<file path="src/rtl/irq_res_pkg.sv">
package irq_res_pkg;
   localparam int VEC_W_DEF  = 32;
   localparam int LVL_W_DEF  = 5;
   localparam int SW_LO_DEF  = 4;
   localparam int SW_HI_DEF  = 18;
   localparam int EXT_LO_DEF = 20;
   localparam int EXT_HI_DEF = 31;
   localparam int AST_W_DEF  = 4;

   typedef enum logic {ARM_IDLE = 1'b0, ARM_WAIT_ACK = 1'b1} arm_state_e;
endpackage

</file>
<file path="src/rtl/irq_group_scan.sv">
module irq_group_scan #(
   parameter int VEC_W = 32,
   parameter int LVL_W = 5,
   parameter int LO    = 4,
   parameter int HI    = 18,
   parameter int BIAS  = 3
) (
   input  logic [VEC_W-1:0] vec,
   output logic [VEC_W-1:0] kept,
   output logic             hit,
   output logic [LVL_W-1:0] lvl
);
   if (LO < 0 || HI >= VEC_W || LO > HI) begin : g_bad_range
      $error("irq_group_scan: bit range out of vector");
   end
   if (HI - BIAS > (1 << LVL_W) - 1 || LO - BIAS < 1) begin : g_bad_level
      $error("irq_group_scan: levels do not fit level width");
   end

   for (genvar gi = 0; gi < VEC_W; gi++) begin : g_keep
      if (gi >= LO && gi <= HI) begin : g_in
         assign kept[gi] = vec[gi];
      end else begin : g_out
         assign kept[gi] = 1'b0;
      end
   end

   assign hit = |kept;

   always_comb begin
      lvl = '0;
      for (int i = LO; i <= HI; i++) begin
         if (vec[i]) lvl = LVL_W'(i - BIAS);
      end
   end
endmodule

</file>
<file path="src/rtl/irq_ipl_reg.sv">
module irq_ipl_reg #(
   parameter int DATA_W = 32,
   parameter int LVL_W  = 5
) (
   input  logic              clk,
   input  logic              rst_n,
   input  logic              wr,
   input  logic [DATA_W-1:0] wdata,
   output logic [LVL_W-1:0]  q
);
   if (LVL_W > DATA_W) begin : g_bad_w
      $error("irq_ipl_reg: level wider than write data");
   end

   always_ff @(posedge clk or negedge rst_n) begin
      if (!rst_n)  q <= '0;
      else if (wr) q <= wdata[LVL_W-1:0];
   end

   AST_IPL_LOAD: assert property (@(posedge clk) disable iff (!rst_n)
      wr |=> (q == $past(wdata[LVL_W-1:0])));
endmodule

</file>
<file path="src/rtl/irq_level_resolver.sv">
module irq_level_resolver
   import irq_res_pkg::*;
#(
   parameter int VEC_W  = VEC_W_DEF,
   parameter int LVL_W  = LVL_W_DEF,
   parameter int SW_LO  = SW_LO_DEF,
   parameter int SW_HI  = SW_HI_DEF,
   parameter int EXT_LO = EXT_LO_DEF,
   parameter int EXT_HI = EXT_HI_DEF,
   parameter int AST_W  = AST_W_DEF
) (
   input  logic             clk,
   input  logic             rst_n,
   input  logic [VEC_W-1:0] sw_req,
   input  logic [VEC_W-1:0] ext_pend,
   input  logic [AST_W-1:0] ast_req,
   input  logic             ipl_wr,
   input  logic [VEC_W-1:0] ipl_wdata,
   input  logic             trap_ack,
   output logic             trap_o,
   output logic [VEC_W-1:0] sum_o,
   output logic [LVL_W-1:0] id_o,
   output logic [LVL_W-1:0] ipl_o,
   output logic             async_err
);
   localparam int SW_BIAS  = SW_LO - 1;
   localparam int EXT_BIAS = 0;

   if (SW_HI >= EXT_LO) begin : g_overlap
      $error("irq_level_resolver: software and external ranges overlap");
   end

   logic [VEC_W-1:0] sw_kept, ext_kept;
   logic             sw_hit, ext_hit;
   logic [LVL_W-1:0] sw_lvl, ext_lvl, win_lvl;
   logic             fire;
   arm_state_e       arm_q;

   irq_group_scan #(.VEC_W(VEC_W), .LVL_W(LVL_W), .LO(SW_LO), .HI(SW_HI),
                    .BIAS(SW_BIAS)) u_sw_scan (
      .vec(sw_req), .kept(sw_kept), .hit(sw_hit), .lvl(sw_lvl));

   irq_group_scan #(.VEC_W(VEC_W), .LVL_W(LVL_W), .LO(EXT_LO), .HI(EXT_HI),
                    .BIAS(EXT_BIAS)) u_ext_scan (
      .vec(ext_pend), .kept(ext_kept), .hit(ext_hit), .lvl(ext_lvl));

   irq_ipl_reg #(.DATA_W(VEC_W), .LVL_W(LVL_W)) u_ipl (
      .clk(clk), .rst_n(rst_n), .wr(ipl_wr), .wdata(ipl_wdata), .q(ipl_o));

   always_comb begin
      if (ext_hit)     win_lvl = ext_lvl;
      else if (sw_hit) win_lvl = sw_lvl;
      else             win_lvl = '0;
   end

   assign fire = (win_lvl != '0) && (win_lvl > ipl_o) && (arm_q == ARM_IDLE);

   always_ff @(posedge clk or negedge rst_n) begin
      if (!rst_n) begin
         arm_q     <= ARM_IDLE;
         trap_o    <= 1'b0;
         sum_o     <= '0;
         id_o      <= '0;
         async_err <= 1'b0;
      end else begin
         trap_o    <= fire;
         async_err <= |ast_req;
         if (fire) begin
            sum_o <= sw_kept | ext_kept;
            id_o  <= win_lvl;
            arm_q <= ARM_WAIT_ACK;
         end else if (trap_ack) begin
            arm_q <= ARM_IDLE;
         end
      end
   end

   AST_TRAP_ONE_CYCLE: assert property (@(posedge clk) disable iff (!rst_n)
      trap_o |=> !trap_o);
   AST_TRAP_ABOVE_IPL: assert property (@(posedge clk) disable iff (!rst_n)
      trap_o |-> (id_o > $past(ipl_o)));
   AST_ID_NONZERO: assert property (@(posedge clk) disable iff (!rst_n)
      trap_o |-> (id_o != '0));
   AST_HOLD_NO_TRAP: assert property (@(posedge clk) disable iff (!rst_n)
      !trap_o |-> ($stable(id_o) && $stable(sum_o)));
   AST_ASYNC_FLAG: assert property (@(posedge clk) disable iff (!rst_n)
      (|ast_req) |=> async_err);
endmodule

</file>
<file path="config.mk">
export PLATFORM = sky130hd
export DESIGN_NAME = irq_level_resolver
export DESIGN_NICKNAME = d
export VERILOG_FILES = /design/src/rtl/irq_res_pkg.sv /design/src/rtl/irq_group_scan.sv /design/src/rtl/irq_ipl_reg.sv /design/src/rtl/irq_level_resolver.sv
export SDC_FILE = /design/constraint.sdc
export NUM_CORES = 1
export LEC_CHECK = 0
export BUFFER_PORTS_ARGS = -buffer_cell sky130_fd_sc_hd__buf_2
export CAP_MARGIN = 20
export CORE_MARGIN = 4
export CORE_UTILIZATION = 40
export CTS_CLUSTER_DIAMETER = 80
export DETAILED_ROUTE_END_ITERATION = 6
export PLACE_DENSITY = 0.8
export SYNTH_ARGS = -nofsm -noshare
export SYNTH_HDL_FRONTEND = slang
export SYNTH_SLANG_ARGS = --single-unit
export TNS_END_PERCENT = 1
</file>
<file path="constraint.sdc">
create_clock -name clk -period 3.3 [get_ports clk]
set_clock_uncertainty 0.15 [all_clocks]
set_input_delay 0.66 -clock clk [delete_from_list [all_inputs] [get_ports clk]]
set_output_delay 0.66 -clock clk [all_outputs]
set_load 0.1 [all_outputs]
</file>
==> flow_summary.ini, run 1 <==
[layout]
nFillCells = 420
multiInputGateArea_um2 = 913
nets = 398
final_cells = 357
final_area_um2 = 2870
area_growth_pct = 46.7
antenna_cells = 0
drive_above_1_share_pct = 56.6
ff_latch_area_um2 = 1000

[logic_synthesis]
synth_compound_area_share_pct = 10.7
synthTopCellsByArea = dfrtp_1, mux2_2, ha_1
seq_area_frac_synth_pct = 51.2
synth_top_family_by_area = multiplexers
ys_ff_latch = 40
synth-xor-area-share_pct = 0
synth_area_um2 = 1950
synth_ff_type = dfrtp_1
yosys.area.top_type_share_pct = 51.2
synth_mux_area_share_pct = 16.1
synth_edf_count = 0
async_flop_share_pct = 100
synthSimpleGateAreaFrac_pct = 12.8
yosys.area.top_type = dfrtp_1
synth_adder_area_share_pct = 3.20
syn_area_per_cell_um2 = 11.6
yosysWarnings = 0
synthDistinctLibCells = 34
postSynthCellCount = 169

[pwr]
irDropWorstVdd_mv = 0.705
finalPower_mw = 3.35
pwr_density_cell_nw_per_um2 = 1170
p_leak_nw = 1.39

[cts]
cts_hold_buf = 0
ctsLongestPathBuffers = 2
cts_inserted_buffers = 5
clk-insertion-delay-late_ns = 0.29
cts_sinks = 40
root_buffer = clkbuf_8
clk_pin_slew_ns = 0.08
tritoncts = done
htreeDepth = 2

[floorplanning]
start_util_pct = 41.4
row_count = 25
boundaryPins = 148
dieArea_um2 = 6070
fp.dieW_um = 77.9
die_y_um = 77.9
core_um2 = 4720

[placed_design]
gp_congestion = 0.758
portBuffers = 78
place_hpwl_um = 3840
placed_cell_area_um2 = 2690
dp.cells = 347
place_ws_ns = -0.405

[grt]
grt_pass1_wl_um = 7980
grt-ovfl-total = 0
grt_pass1_vias = 1702
grt_max_degree = 41
antenna_found_initial = 0
grt.total_usage_pct = 16.7

[drt]
vias = 1695
detail-route-antenna-nets = 0
drt-total-wl_um = 4880
vias_per_cell = 4.75
initialDrtViolationCount = 69
routedWlPerCell_um = 13.7
drc = 0
first_pass_iters = 4

[worst_setup_path]
rr_startpoint = u_ipl.q[4]
crit_start = ext_pend[25]
cp-start-kind = input pin
worstSetupPathType = in -> reg
crit_arrival_ns = 3.20
cp_max_fo = 4
critPathRequiredTime_ns = 3.33
end_kind = flop

[sta]
slew_headroom_pct = 40.7
fmax_mhz = 315
tightest_slew_ns = 0.890
timing.final.ws_setup_ns = 0.127
finalHoldViolCount = 0
finalSetupViolCount = 0
period_needed_ns = 3.17
period_share_pct = 96.2
slew_viol_final = 0
grt_setup_unrepaired = no
hold_ws_ns = 0.333

[job]
cap_violations = 0

[outcome]
status = finished, final reports clean

[min_path]
worstHoldPathType = in -> async
[registers in the layout, indices dropped and copies added (netlist names)]
name / count
id_o: 5
arm_q: 1
async_err: 1
u_ipl.q: 5
trap_o: 1
sum_o: 27
[synthesized netlist by cell type (all sizes together), types with 3 or more instances]
master	count
dfrtp	40
mux2	28
nor2b	5
inv	10
or4	3
nor2	9
nor4	5
nand2	10
a21oi	7
o21ai	11
nor3	5
buf	8
a22o	4
ha	5
[placed cells by master, fill, tap and decap left out, types with 3 or more instances in the layout]
cell      instances
buf_2            78
dfrtp_1          40
buf_4            36
mux2_2           25
inv_1            10
o21ai_0           9
nand2_1           9
nor2_1            8
a21oi_1           6
nor3_1            5
conb_1            5
clkbuf_8          5
nor2b_1           4
a22o_1            4
ha_1              4
nor4_1            3
mux2_1            3
[metal layers]
layer  part of all wire [%]  wire length [um]  track usage (%)  vias to the layer above
met5                      0                 0                0                        -
met4                    1.3                64             5.24                        0
met3                    6.6               320             4.64                        7
met2                     50              2450             28.4                       51
met1                     42              2040             20.3                      802
li1                       -                 -                -                      835
[path summary, 6_finish.rpt]
path	end	slack, ns	cells past startpoint
max in group asynchronous	sum_o[6]	2.11	1
hold / removal	sum_o[28]	0.33	1
hold reg to reg	sum_o[28]	0.34	1
setup / recovery	sum_o[6]	0.13	13
min in group clk	sum_o[28]	0.34	1
setup reg to reg	id_o[4]	1.11	9
[per-stage QoR]
step	TNS [ns]	utilization (%)
after global routing	0	60.7
final	0	60.7
after CTS	0	59.5
after global placement	-10.20	57.0
after floorplan	-0.296	-
after detailed placement	-10.71	57.0
[kinds of logic (layout without fill, tap and decap cells)]
group                      after synthesis  count (layout)
and+or+nand+nor                         45              45
DFF                                     40              40
AOI/OAI and AO/OA                       31              31
muxes                                   28              28
buffers and inverters                   19             136
adders and majority gates                5               5
other                                    1               5
[cell type report]
| type | count | area share [%] |
|---|---|---|
| clock inverter | 2 | 1.22 |
| tap | 67 | 2.92 |
| multi-input combinational | 114 | 31.9 |
| inverter | 10 | 1.31 |
| timing repair buffer | 118 | 25.2 |
| sequential | 40 | 34.9 |
| clock buffer | 6 | 2.53 |
[critical path, cell delays in order]
cell	delay [ns]
buf_2	0.10
or4_4	0.55
nor2b_4	0.16
nand2_4	0.06
a31oi_1	0.21
or4_4	0.19
ha_4	0.19
nor2b_1	0.12
o21ai_1	0.14
a31oi_2	0.15
o21ai_4	0.15
buf_4	0.19
mux2_2	0.33
[report_power, final]
group | switching, mW | internal (mW)
Combinational | 1.75 | 0.432
Sequential | 0.0906 | 0.686
Clock | 0.171 | 0.224
[what timing repair did]
| action | in CTS | in global routing |
|---|---|---|
| resized for setup | 3 | 8 |
| pin swaps | 0 | 2 |
| endpoints found under the setup margin | 27 | 27 |
| buffers inserted | 0 | 2 |
Power figures use the tool's default switching activity.
==> run 2: changes to the inputs <==
--- a/config.mk
+++ b/config.mk
@@ -14,2 +14,3 @@
 export PLACE_DENSITY = 0.8
+export RECOVER_POWER = 25
 export SYNTH_ARGS = -nofsm -noshare
==> constraint.sdc (replaced) <==
create_clock -name clk -period 3.3 [get_ports clk]
set_clock_uncertainty 0.15 [all_clocks]
set_input_delay 0.495 -clock clk [delete_from_list [all_inputs] [get_ports clk]]
set_output_delay 0.495 -clock clk [all_outputs]
set_load 0.1 [all_outputs]
==> run 2 against run 1 <==
  * The flow now finishes with violations (capacitance limit, slew limit)
  * Combinational power is essentially flat
  * Maximum frequency grew 0.51%
  * Global-route usage shrank 0.18 points
  * Final cell count shrank 2.0%
  * First-iteration DRC count shrank 23%
  * Sequential power is essentially flat
  * Clock power shrank 16%
==> flow_summary.ini, run 2 (synthesis results as in run 1) <==
[layout]
drive_above_1_share_pct = 52.3
fin_util_pct = 57.9
regMostFlops = sum_o
antenna_cells = 0
final_cells = 350
area_growth_pct = 39.8
final_common_cell = buf_2
largest_reg_flops = 27
reg_top3 = sum_o: 27 flops, id_o: 5 flops, u_ipl.q: 5 flops
nets = 391
layout_common_cells = buf_2, dfrtp_1, buf_4

[cts]
cts_inserted_buffers = 5
cts_sinks = 40
htreeDepth = 2
root_buffer = clkbuf_8
tritoncts = done
post_cts_buffers = 0
clk-insertion-delay-late_ns = 0.29
ctsLongestPathBuffers = 2
clk_pin_slew_ns = 0.07

[grt]
antenna_found_initial = 0
grt-ovfl-total = 0
grt_max_degree = 41
grt_pass1_wl_um = 7890
grt_pass1_vias = 1676
grt.total_usage_pct = 16.5

[pwr]
irDropWorstVdd_mv = 0.836
p_switching_mw = 1.99
p_sw_share_pct = 61.1
p_leak_nw = 1.32
finalPower_mw = 3.26
p_clk_share_pct = 10.2
pwr_density_cell_nw_per_um2 = 1190
intPower_mw = 1.27
seqPwrFrac_pct = 23.9
combPwrFrac_pct = 65.9

[worst_setup_path]
path_depth = 13
crit_family = compound AO/OA/AOI/OAI gates
crit_arrival_ns = 3.18
end_kind = flop
crit_start = sw_req[5]
rr_startpoint = u_ipl.q[4]
endpoint = sum_o[24]
cp_max_fo = 17
crit_chain = buf_2, nor2_1, nor3_1, o311ai_0, a31oi_1, or4_1, ha_1, nor2b_1, o21ai_1, a31oi_2, o21ai_4, buf_12, mux2_2
r2r_cells = 10
critPathMaxStageDelay_ns = 0.47
rrSetupSlack_ns = 1.11
r2r_end = sum_o[20]
cp-start-kind = input pin
cpMaxStageDelayCell = or4_1
critPathBufInv = 2
critPathRequiredTime_ns = 3.32
worstSetupPathType = in -> reg

[sta]
fmax_mhz = 317
finalSetupViolCount = 0
slew_viol_final = 41
period_needed_ns = 3.16
period_share_pct = 95.7
tightest_slew_ns = 2.12
finalHoldViolCount = 0
slew_headroom_pct = -41.6

[min_path]
worstHoldPathType = in -> reg

[drt]
vias = 1671
first_pass_iters = 4
drt-total-wl_um = 4780
detail-route-antenna-nets = 0
initialDrtViolationCount = 53
vias_per_cell = 4.77
routedWlPerCell_um = 13.7
drc = 0

[job]
cap_violations = 1

[floorplanning]
die_y_um = 77.9
start_util_pct = 41.4
boundaryPins = 148
fp.dieW_um = 77.9
core_um2 = 4720
row_count = 25
dieArea_um2 = 6070

[placed_design]
portBuffers = 78
place_hpwl_um = 3800
gp_congestion = 0.751
dp.cells = 342

[outcome]
violations = capacitance limit, slew limit
status = finished with violations
[run 2: cell type report]
cell class / instances / area (um^2)
tap: 67 / 83.8
clock buffer: 8 / 90.1
fill: 440 / 1990
inverter: 10 / 37.5
multi-input combinational: 114 / 868
timing repair buffer: 111 / 652
sequential: 40 / 1000
[run 2: how the worst min path moves through the flow]
| stage | from | cells past startpoint | to | slack [ns] |
|---|---|---|---|---|
| final | trap_ack | 2 | arm_q | 0.24 |
| after global placement | sum_o[28] | 1 | sum_o[28] | 0.32 |
| after detailed placement | sum_o[30] | 1 | sum_o[30] | 0.33 |
| after floorplan | rst_n | 0 | arm_q | 0.05 |
| after CTS | rst_n | 1 | sum_o[28] | 0.21 |
| after global routing | trap_ack | 2 | arm_q | 0.24 |
[run 2: routing by layer]
| layer | track usage [%] | wire (um) | vias up |
|---|---|---|---|
| met2 | 27.7 | 2410 | 53 |
| met4 | 4.55 | 27 | 0 |
| met5 | 0 | 0 | - |
| met3 | 5.34 | 346 | 2 |
| li1 | - | - | 818 |
| met1 | 20.2 | 2000 | 798 |
[run 2: repair_timing]
item | 4_1_cts | 5_1_grt
gates resized for setup | 0 | 3
endpoints found under the setup margin | 0 | 24
hold buffers | 0 | 0
[run 2: power groups by stage]
stage / clock network, mW / registers (mW) / logic (mW)
after floorplan: 0 / 2.20 / 0.354
after global placement: 0 / 0.775 / 2.13
after detailed placement: 0 / 0.788 / 2.15
after CTS: 0.346 / 0.780 / 2.15
after global routing: 0.371 / 0.801 / 2.21
final: 0.332 / 0.779 / 2.15
[run 2: through the flow]
stage	TNS (ns)	hold slack (ns)	area (um^2)	setup WS, ns
after detailed placement	-5.40	0.328	2640	-0.238
final	0	0.239	2730	0.143
after global placement	-4.86	0.318	2640	-0.196
after floorplan	0	0.0494	1980	0.00598
after CTS	0	0.213	2730	0.0639
after global routing	-0.259	0.244	2730	-0.0249
[run 2: worst reg2reg max path, cell delays in order, from the launching register on]
cell and delay [ns]:
dfrtp_1 0.34, inv_1 0.06, ha_1 0.30, and3_1 0.18, nand3_1 0.08, nand2_1 0.07
a31oi_2 0.26, o21ai_4 0.14, buf_12 0.18, buf_4 0.14, a22o_1 0.18
